--- src/rtl/rq_pkg.sv ---
package rq_pkg;
  // dispatch and retire lanes per cycle
  localparam int LANES  = 3;
  localparam int LANE_W = $clog2(LANES + 1);

  typedef struct packed {
    logic              flushAll;  // exception at head: clear every entry
    logic              flushYng;  // mispredict: clear entries younger than brTag
    logic [LANE_W-1:0] allocCnt;  // entries written at the tail
    logic [LANE_W-1:0] retCnt;    // entries freed at the head
  } ctlStrobe_t;
endpackage

--- src/rtl/rq_entries.sv ---
module rq_entries
  import rq_pkg::*;
#(
  parameter int DEPTH = 16,
  parameter int IDX_W = $clog2(DEPTH)
) (
  input  logic             clk,
  input  logic             rstN,
  input  ctlStrobe_t       ctl,
  input  logic [IDX_W-1:0] headIdx,
  input  logic [IDX_W-1:0] tailIdx,
  input  logic [LANES-1:0] dispBranch,
  input  logic             finValid,
  input  logic [IDX_W-1:0] finTag,
  input  logic             finExc,
  input  logic             brValid,
  input  logic [IDX_W-1:0] brTag,
  output logic [LANES-1:0] headElig,
  output logic             headExc,
  output logic             brHit
);
  logic [DEPTH-1:0] vld, done, exc, isBr, res, elig;
  logic [IDX_W-1:0] offH [DEPTH];
  logic [IDX_W-1:0] offT [DEPTH];
  logic [IDX_W-1:0] brOff;

  assign brOff = brTag - headIdx;

  always_comb begin
    for (int i = 0; i < DEPTH; i++) begin
      offH[i] = IDX_W'(i) - headIdx;
      offT[i] = IDX_W'(i) - tailIdx;
      elig[i] = vld[i] & done[i] & ~exc[i] & (~isBr[i] | res[i]);
    end
  end

  always_comb begin
    for (int k = 0; k < LANES; k++) begin
      headElig[k] = elig[headIdx + IDX_W'(k)];
    end
  end

  assign headExc = vld[headIdx] & done[headIdx] & exc[headIdx];
  assign brHit   = vld[brTag] & isBr[brTag];

  always_ff @(posedge clk) begin
    if (!rstN) begin
      vld  <= '0;
      done <= '0;
      exc  <= '0;
      isBr <= '0;
      res  <= '0;
    end else if (ctl.flushAll) begin
      vld <= '0;
    end else begin
      for (int i = 0; i < DEPTH; i++) begin
        if (offH[i] < IDX_W'(ctl.retCnt)) vld[i] <= 1'b0;
        if (ctl.flushYng && vld[i] && offH[i] > brOff) vld[i] <= 1'b0;
        if (finValid && finTag == IDX_W'(i) && vld[i]) begin
          done[i] <= 1'b1;
          exc[i]  <= finExc;
        end
        if (brValid && brTag == IDX_W'(i) && vld[i] && isBr[i]) res[i] <= 1'b1;
        if (offT[i] < IDX_W'(ctl.allocCnt)) begin
          vld[i]  <= 1'b1;
          done[i] <= 1'b0;
          exc[i]  <= 1'b0;
          isBr[i] <= dispBranch[offT[i][LANE_W-1:0]];
          res[i]  <= 1'b0;
        end
      end
    end
  end


  head_done_chk: assert property (@(posedge clk) disable iff (!rstN)
    ctl.retCnt != '0 |-> vld[headIdx] && done[headIdx] && !exc[headIdx]);

  head_br_res_chk: assert property (@(posedge clk) disable iff (!rstN)
    (ctl.retCnt != '0 && isBr[headIdx]) |-> res[headIdx]);
endmodule

--- src/rtl/rq_ctrl.sv ---
module rq_ctrl
  import rq_pkg::*;
#(
  parameter int DEPTH = 16,
  parameter int IDX_W = $clog2(DEPTH)
) (
  input  logic              clk,
  input  logic              rstN,
  input  logic [LANE_W-1:0] dispNum,
  input  logic              brValid,
  input  logic              brMispredict,
  input  logic [IDX_W-1:0]  brTag,
  input  logic              brHit,
  input  logic [LANES-1:0]  headElig,
  input  logic              headExc,
  output ctlStrobe_t        ctl,
  output logic [IDX_W-1:0]  headIdx,
  output logic [IDX_W-1:0]  tailIdx,
  output logic              full,
  output logic              empty
);
  localparam int PTR_W = IDX_W + 1;
  localparam int CNT_W = PTR_W + 1;

  logic [PTR_W-1:0]  headPtr, tailPtr, occ;
  logic [LANE_W-1:0] retCnt, accept;
  logic [CNT_W-1:0]  freeSlots;
  logic [IDX_W-1:0]  brOff;
  logic              excNow, misNow;

  assign headIdx = headPtr[IDX_W-1:0];
  assign tailIdx = tailPtr[IDX_W-1:0];
  assign occ     = tailPtr - headPtr;
  assign full    = occ == PTR_W'(DEPTH);
  assign empty   = occ == '0;
  assign excNow  = headExc;
  assign misNow  = brValid & brMispredict & brHit & ~excNow;
  assign brOff   = brTag - headIdx;

  always_comb begin
    logic run;
    run    = 1'b1;
    retCnt = '0;
    for (int k = 0; k < LANES; k++) begin
      run = run & headElig[k];
      if (run) retCnt = retCnt + LANE_W'(1);
    end
  end

  always_comb begin
    freeSlots = CNT_W'(DEPTH) - CNT_W'(occ) + CNT_W'(retCnt);
    if (excNow || misNow)                 accept = '0;
    else if (CNT_W'(dispNum) <= freeSlots) accept = dispNum;
    else                                   accept = LANE_W'(freeSlots);
  end

  always_comb begin
    ctl.flushAll = excNow;
    ctl.flushYng = misNow;
    ctl.allocCnt = accept;
    ctl.retCnt   = retCnt;
  end

  always_ff @(posedge clk) begin
    if (!rstN) begin
      headPtr <= '0;
      tailPtr <= '0;
    end else if (excNow) begin
      tailPtr <= headPtr;
    end else begin
      headPtr <= headPtr + PTR_W'(retCnt);
      if (misNow) tailPtr <= headPtr + PTR_W'(brOff) + PTR_W'(1);
      else        tailPtr <= tailPtr + PTR_W'(accept);
    end
  end


  occ_bound_chk: assert property (@(posedge clk) disable iff (!rstN)
    occ <= PTR_W'(DEPTH));

  full_refuse_chk: assert property (@(posedge clk) disable iff (!rstN)
    (full && retCnt == '0) |-> accept == '0);

  grant_le_req_chk: assert property (@(posedge clk) disable iff (!rstN)
    accept <= dispNum);

  exc_noret_chk: assert property (@(posedge clk) disable iff (!rstN)
    excNow |-> retCnt == '0);

  exc_empty_chk: assert property (@(posedge clk) disable iff (!rstN)
    excNow |=> empty);

  mis_tail_chk: assert property (@(posedge clk) disable iff (!rstN)
    misNow |=> occ == PTR_W'($past(brOff)) + PTR_W'(1) - PTR_W'($past(retCnt)));
endmodule

--- src/rtl/retire_queue.sv ---
module retire_queue
  import rq_pkg::*;
#(
  parameter int DEPTH = 16,
  parameter int IDX_W = $clog2(DEPTH)
) (
  input  logic              clk,
  input  logic              rstN,
  input  logic [LANE_W-1:0] dispNum,
  input  logic [LANES-1:0]  dispBranch,
  output logic [LANE_W-1:0] dispAccept,
  output logic [IDX_W-1:0]  dispTag,
  input  logic              finValid,
  input  logic [IDX_W-1:0]  finTag,
  input  logic              finExc,
  input  logic              brValid,
  input  logic [IDX_W-1:0]  brTag,
  input  logic              brMispredict,
  output logic [LANE_W-1:0] retCount,
  output logic [IDX_W-1:0]  retTag,
  output logic              excValid,
  output logic [IDX_W-1:0]  excTag,
  output logic              full,
  output logic              empty
);
  ctlStrobe_t       ctl;
  logic [IDX_W-1:0] headIdx, tailIdx;
  logic [LANES-1:0] headElig;
  logic             headExc, brHit;

  rq_ctrl #(.DEPTH(DEPTH), .IDX_W(IDX_W)) ctrl_i (
    .clk, .rstN, .dispNum, .brValid, .brMispredict, .brTag, .brHit,
    .headElig, .headExc, .ctl, .headIdx, .tailIdx, .full, .empty
  );

  rq_entries #(.DEPTH(DEPTH), .IDX_W(IDX_W)) entries_i (
    .clk, .rstN, .ctl, .headIdx, .tailIdx, .dispBranch, .finValid, .finTag,
    .finExc, .brValid, .brTag, .headElig, .headExc, .brHit
  );

  assign dispAccept = ctl.allocCnt;
  assign dispTag    = tailIdx;
  assign retCount   = ctl.retCnt;
  assign retTag     = headIdx;
  assign excValid   = ctl.flushAll;
  assign excTag     = headIdx;
endmodule

--- config.mk ---
export PLATFORM = sky130hd
export DESIGN_NAME = retire_queue
export DESIGN_NICKNAME = d
export VERILOG_FILES = /design/src/rtl/rq_pkg.sv /design/src/rtl/rq_entries.sv /design/src/rtl/rq_ctrl.sv /design/src/rtl/retire_queue.sv
export SDC_FILE = /design/constraint.sdc
export NUM_CORES = 1
export LEC_CHECK = 0
export CORE_MARGIN = 2
export CORE_UTILIZATION = 40
export DETAILED_ROUTE_END_ITERATION = 7
export SLEW_MARGIN = 20
export SYNTH_ARGS = -nofsm -noshare
export SYNTH_HDL_FRONTEND = slang
export SYNTH_HIERARCHICAL = 1
export SYNTH_SLANG_ARGS = --single-unit
export TNS_END_PERCENT = 100
--- constraint.sdc ---
create_clock -name clk -period 11.6 [get_ports clk]
set_input_delay 1.74 -clock clk [delete_from_list [all_inputs] [get_ports clk]]
set_output_delay 1.74 -clock clk [all_outputs]
set_load 0.05 [all_outputs]
==> results.py <==
metrics = {
    "grt": {
        "gr-usage-all-layers_pct": 24.3,
        "grt_pass1_wl_um": 36900,
        "grt_pass1_vias": 6431,
        "antenna_found_initial": 0,
        "grt_max_degree": 52,
        "grt-ovfl-total": 0,
    },
    "die": {
        "dieHeight_um": 140,
        "dieWidth_um": 140,
        "core_area_mm2": 0.0180,
        "row_count": 49,
        "start_util_pct": 41.0,
        "die_area_mm2": 0.0196,
        "io_pins": 38,
    },
    "worst_setup_path": {
        "r2r_start": "ctrl_i/headPtr[1]",
        "path_class": "reg2out",
        "crit_path_max_fanout": 13,
        "required_ns": 9.86,
        "worstSetupEndpointType": "output pin",
        "crit_start": "ctrl_i/headPtr[1]",
        "start_kind": "register",
        "crit_arrival_ns": 6.35,
    },
    "cells_and_area": {
        "fillers": 1801,
        "n_antenna_cell": 0,
        "final_cells": 1156,
        "drive_above_1_share_pct": 7.23,
        "area_delta_synth_final_pct": 10.6,
        "fin_util_pct": 45.3,
        "nets": 1011,
    },
    "routing": {
        "drc": 0,
        "detail_route.first_pass.iterations": 6,
        "wl_um": 23500,
        "ant_nets": 0,
        "wl_per_cell_um": 20.3,
        "num_vias": 6801,
        "drtIter0Drc": 549,
        "viasPerCell": 5.88,
    },
    "synth": {
        "synth_compound_area_share_pct": 20.6,
        "synth_top_family_by_area": "simple AND/OR/NAND/NOR gates",
        "syn_avg_cell_area_um2": 8.13,
        "ys_async_sr_fraction_pct": 0,
        "ys_seq_area_share_pct": 24.4,
        "ys.flop_type": "dfxtp_1",
        "yosys.area_share.simple_pct": 24.7,
        "syn-cell-area_mm2": 0.00739,
        "ys_types": 81,
        "synth_common_cells": "90 x dfxtp_1, 82 x nor2_1, 77 x nand2_1, 63 x ha_1, 49 x inv_1",
        "synth-edff-count": 0,
        "synth.largest_area_cell": "dfxtp_1",
        "netlist_instances": 909,
        "ys_warn_count": 6,
        "synthAdderAreaFrac_pct": 12.8,
        "muxShareOfSynthArea_pct": 5.79,
        "yosysMostFrequentCell": "dfxtp_1",
        "synth_xor_area_share_pct": 5.55,
        "synth-seq-cells": 90,
        "synth_top_cell_area_share_pct": 24.4,
        "netlist_top_cells_area": "dfxtp_1 24%, ha_1 11%, nor2_1 4.2%",
        "syn_nets": 998,
    },
    "clock_network": {
        "cts_resized": 0,
        "cts-root-buf": "clkbuf_16",
        "cts_setup_buffers": 0,
        "clk_path_buf_depth": 2,
        "htreeDepth": 3,
        "cts.sinks": 90,
        "ctsHoldBuffers": 0,
        "cts_tree": "done",
        "numCtsBuffers": 9,
        "clk_latency_ns": 0.36,
        "clk_pin_slew_worst_paths_ns": 0.08,
    },
    "sta": {
        "finalSetupTns_ns": 0,
        "fmax_ghz": 0.124,
        "fin_skew_ns": 0.0114,
        "post-route-min-period_ns": 8.09,
        "min_period_over_period_pct": 69.7,
        "slew_violations": 0,
        "finalSetupViolations": 0,
        "rsz0062_at_grt": "false",
        "slew_headroom_pct": 29.3,
        "worst_pin_slew_ns": 1.05,
        "finalHoldViolCount": 0,
    },
    "run_status": {
        "status": "finished clean",
    },
    "placed_design": {
        "dp.cells": 1140,
        "io_buffers": 37,
        "place_congestion": 0.942,
        "dp_hpwl_um": 17900,
    },
    "pwr": {
        "cellLeakagePower_nw": 3.18,
        "p_per_area_mw_per_mm2": 169,
        "p_total_mw": 1.38,
        "irDropWorstVdd_mv": 0.0743,
    },
    "flow_run": {
        "cap_violations": 0,
    },
    "min_path": {
        "worstHoldStart": "entries_i/done[3]",
        "hp-class": "reg2reg",
    },
}
## per-layer routing
| metal | GRT usage [%] | share of wire (%) | vias up |
|---|---|---|---|
| li1 | - | - | 3292 |
| met2 | 37.4 | 44 | 210 |
| met1 | 34.5 | 47 | 3253 |
| met3 | 3.69 | 6.4 | 46 |
| met5 | 0 | 0 | - |
| met4 | 9.21 | 3.1 | 0 |
## layout by cell type, fill, tap and decap left out, types with 5 or more instances in the layout
cell type        instances
a211oi_1                10
a21boi_0                16
a21oi_1                 44
a31oi_1                 15
a41oi_1                 20
and2_1                   7
and3_1                  17
buf_4                   11
clkbuf_16                9
clkdlybuf4s50_1         37
dfxtp_1                 90
fa_1                     7
ha_1                    63
inv_1                   49
mux2i_1                 27
mux4_2                   6
nand2_1                 77
nand2b_1                15
nand3_1                 38
nand3b_1                18
nor2_1                  82
nor2b_1                 40
nor3_1                  19
nor3b_1                  5
nor4_1                   7
o2111ai_1                6
o211ai_1                13
o21a_1                  10
o21ai_0                 22
o22ai_1                 13
o31ai_1                  8
or2_2                   10
xnor2_1                 22
xor2_1                  12
## power breakdown
group / switching, mW / total (mW) / internal (mW)
combinational: 0.406 / 0.665 / 0.258
clock: 0.145 / 0.301 / 0.156
sequential: 0.0646 / 0.411 / 0.347
## path summary, 6_finish.rpt
| check | endpoint | slack [ns] | cells past startpoint |
|---|---|---|---|
| setup / recovery | dispAccept[0] | 3.51 | 20 |
| hold reg to reg | entries_i/done[3] | 0.46 | 2 |
| hold / removal | entries_i/done[3] | 0.46 | 2 |
| setup reg to reg | entries_i/isBr[8] | 4.56 | 25 |
## registers in the layout (all words and copies together) (netlist names)
| name | flops |
|---|---|
| entries_i/exc | 16 |
| entries_i/done | 16 |
| entries_i/vld | 16 |
| ctrl_i/tailPtr | 5 |
| entries_i/res | 16 |
| entries_i/isBr | 16 |
| ctrl_i/headPtr | 5 |
## per-stage QoR
stage / hold slack, ns / worst slack (ns) / area, um^2
after floorplan: 0.424 / 4.16 / 7390
after detailed placement: 0.444 / 3.96 / 7870
after global routing: 0.492 / 3.10 / 8170
after global placement: 0.438 / 4.15 / 7870
final: 0.461 / 3.51 / 8170
after CTS: 0.457 / 3.57 / 8170
## critical path: stages (launching register included)
cell,delay (ns)
dfxtp_1,0.33
clkinv_1,0.39
ha_1,0.54
nor4_1,0.31
a2111oi_0,0.12
a31oi_1,0.28
a41oi_1,0.16
o211ai_1,0.31
inv_1,0.06
o21ai_0,0.27
ha_1,0.22
inv_1,0.05
fa_1,0.48
inv_1,0.06
ha_1,0.29
a21oi_1,0.07
a21oi_1,0.14
nand3_2,0.13
or4_1,0.52
a21boi_1,0.37
clkdlybuf4s50_1,0.89
## logic make-up (layout without fill, tap and decap cells)
kind of cell,count (synthesis),count (layout)
AOI/OAI and AO/OA,218,218
xor gates and xnor gates,39,39
adders and majority gates,72,72
buffers and inverters,100,118
DFF,90,90
muxes,35,35
and+or+nand+nor,355,355
## area by class of cell
cell class,instances,area [um^2],area share (%)
multi-input cells,719,5130,62.8
flip-flops and latches,90,1800,22.0
repair buffers,48,453,5.54
well taps,229,287,3.51
clock buffers,10,239,2.92
inverters,54,203,2.48
clock inverters,6,58.8,0.720
(Power assumes the default switching activity.)
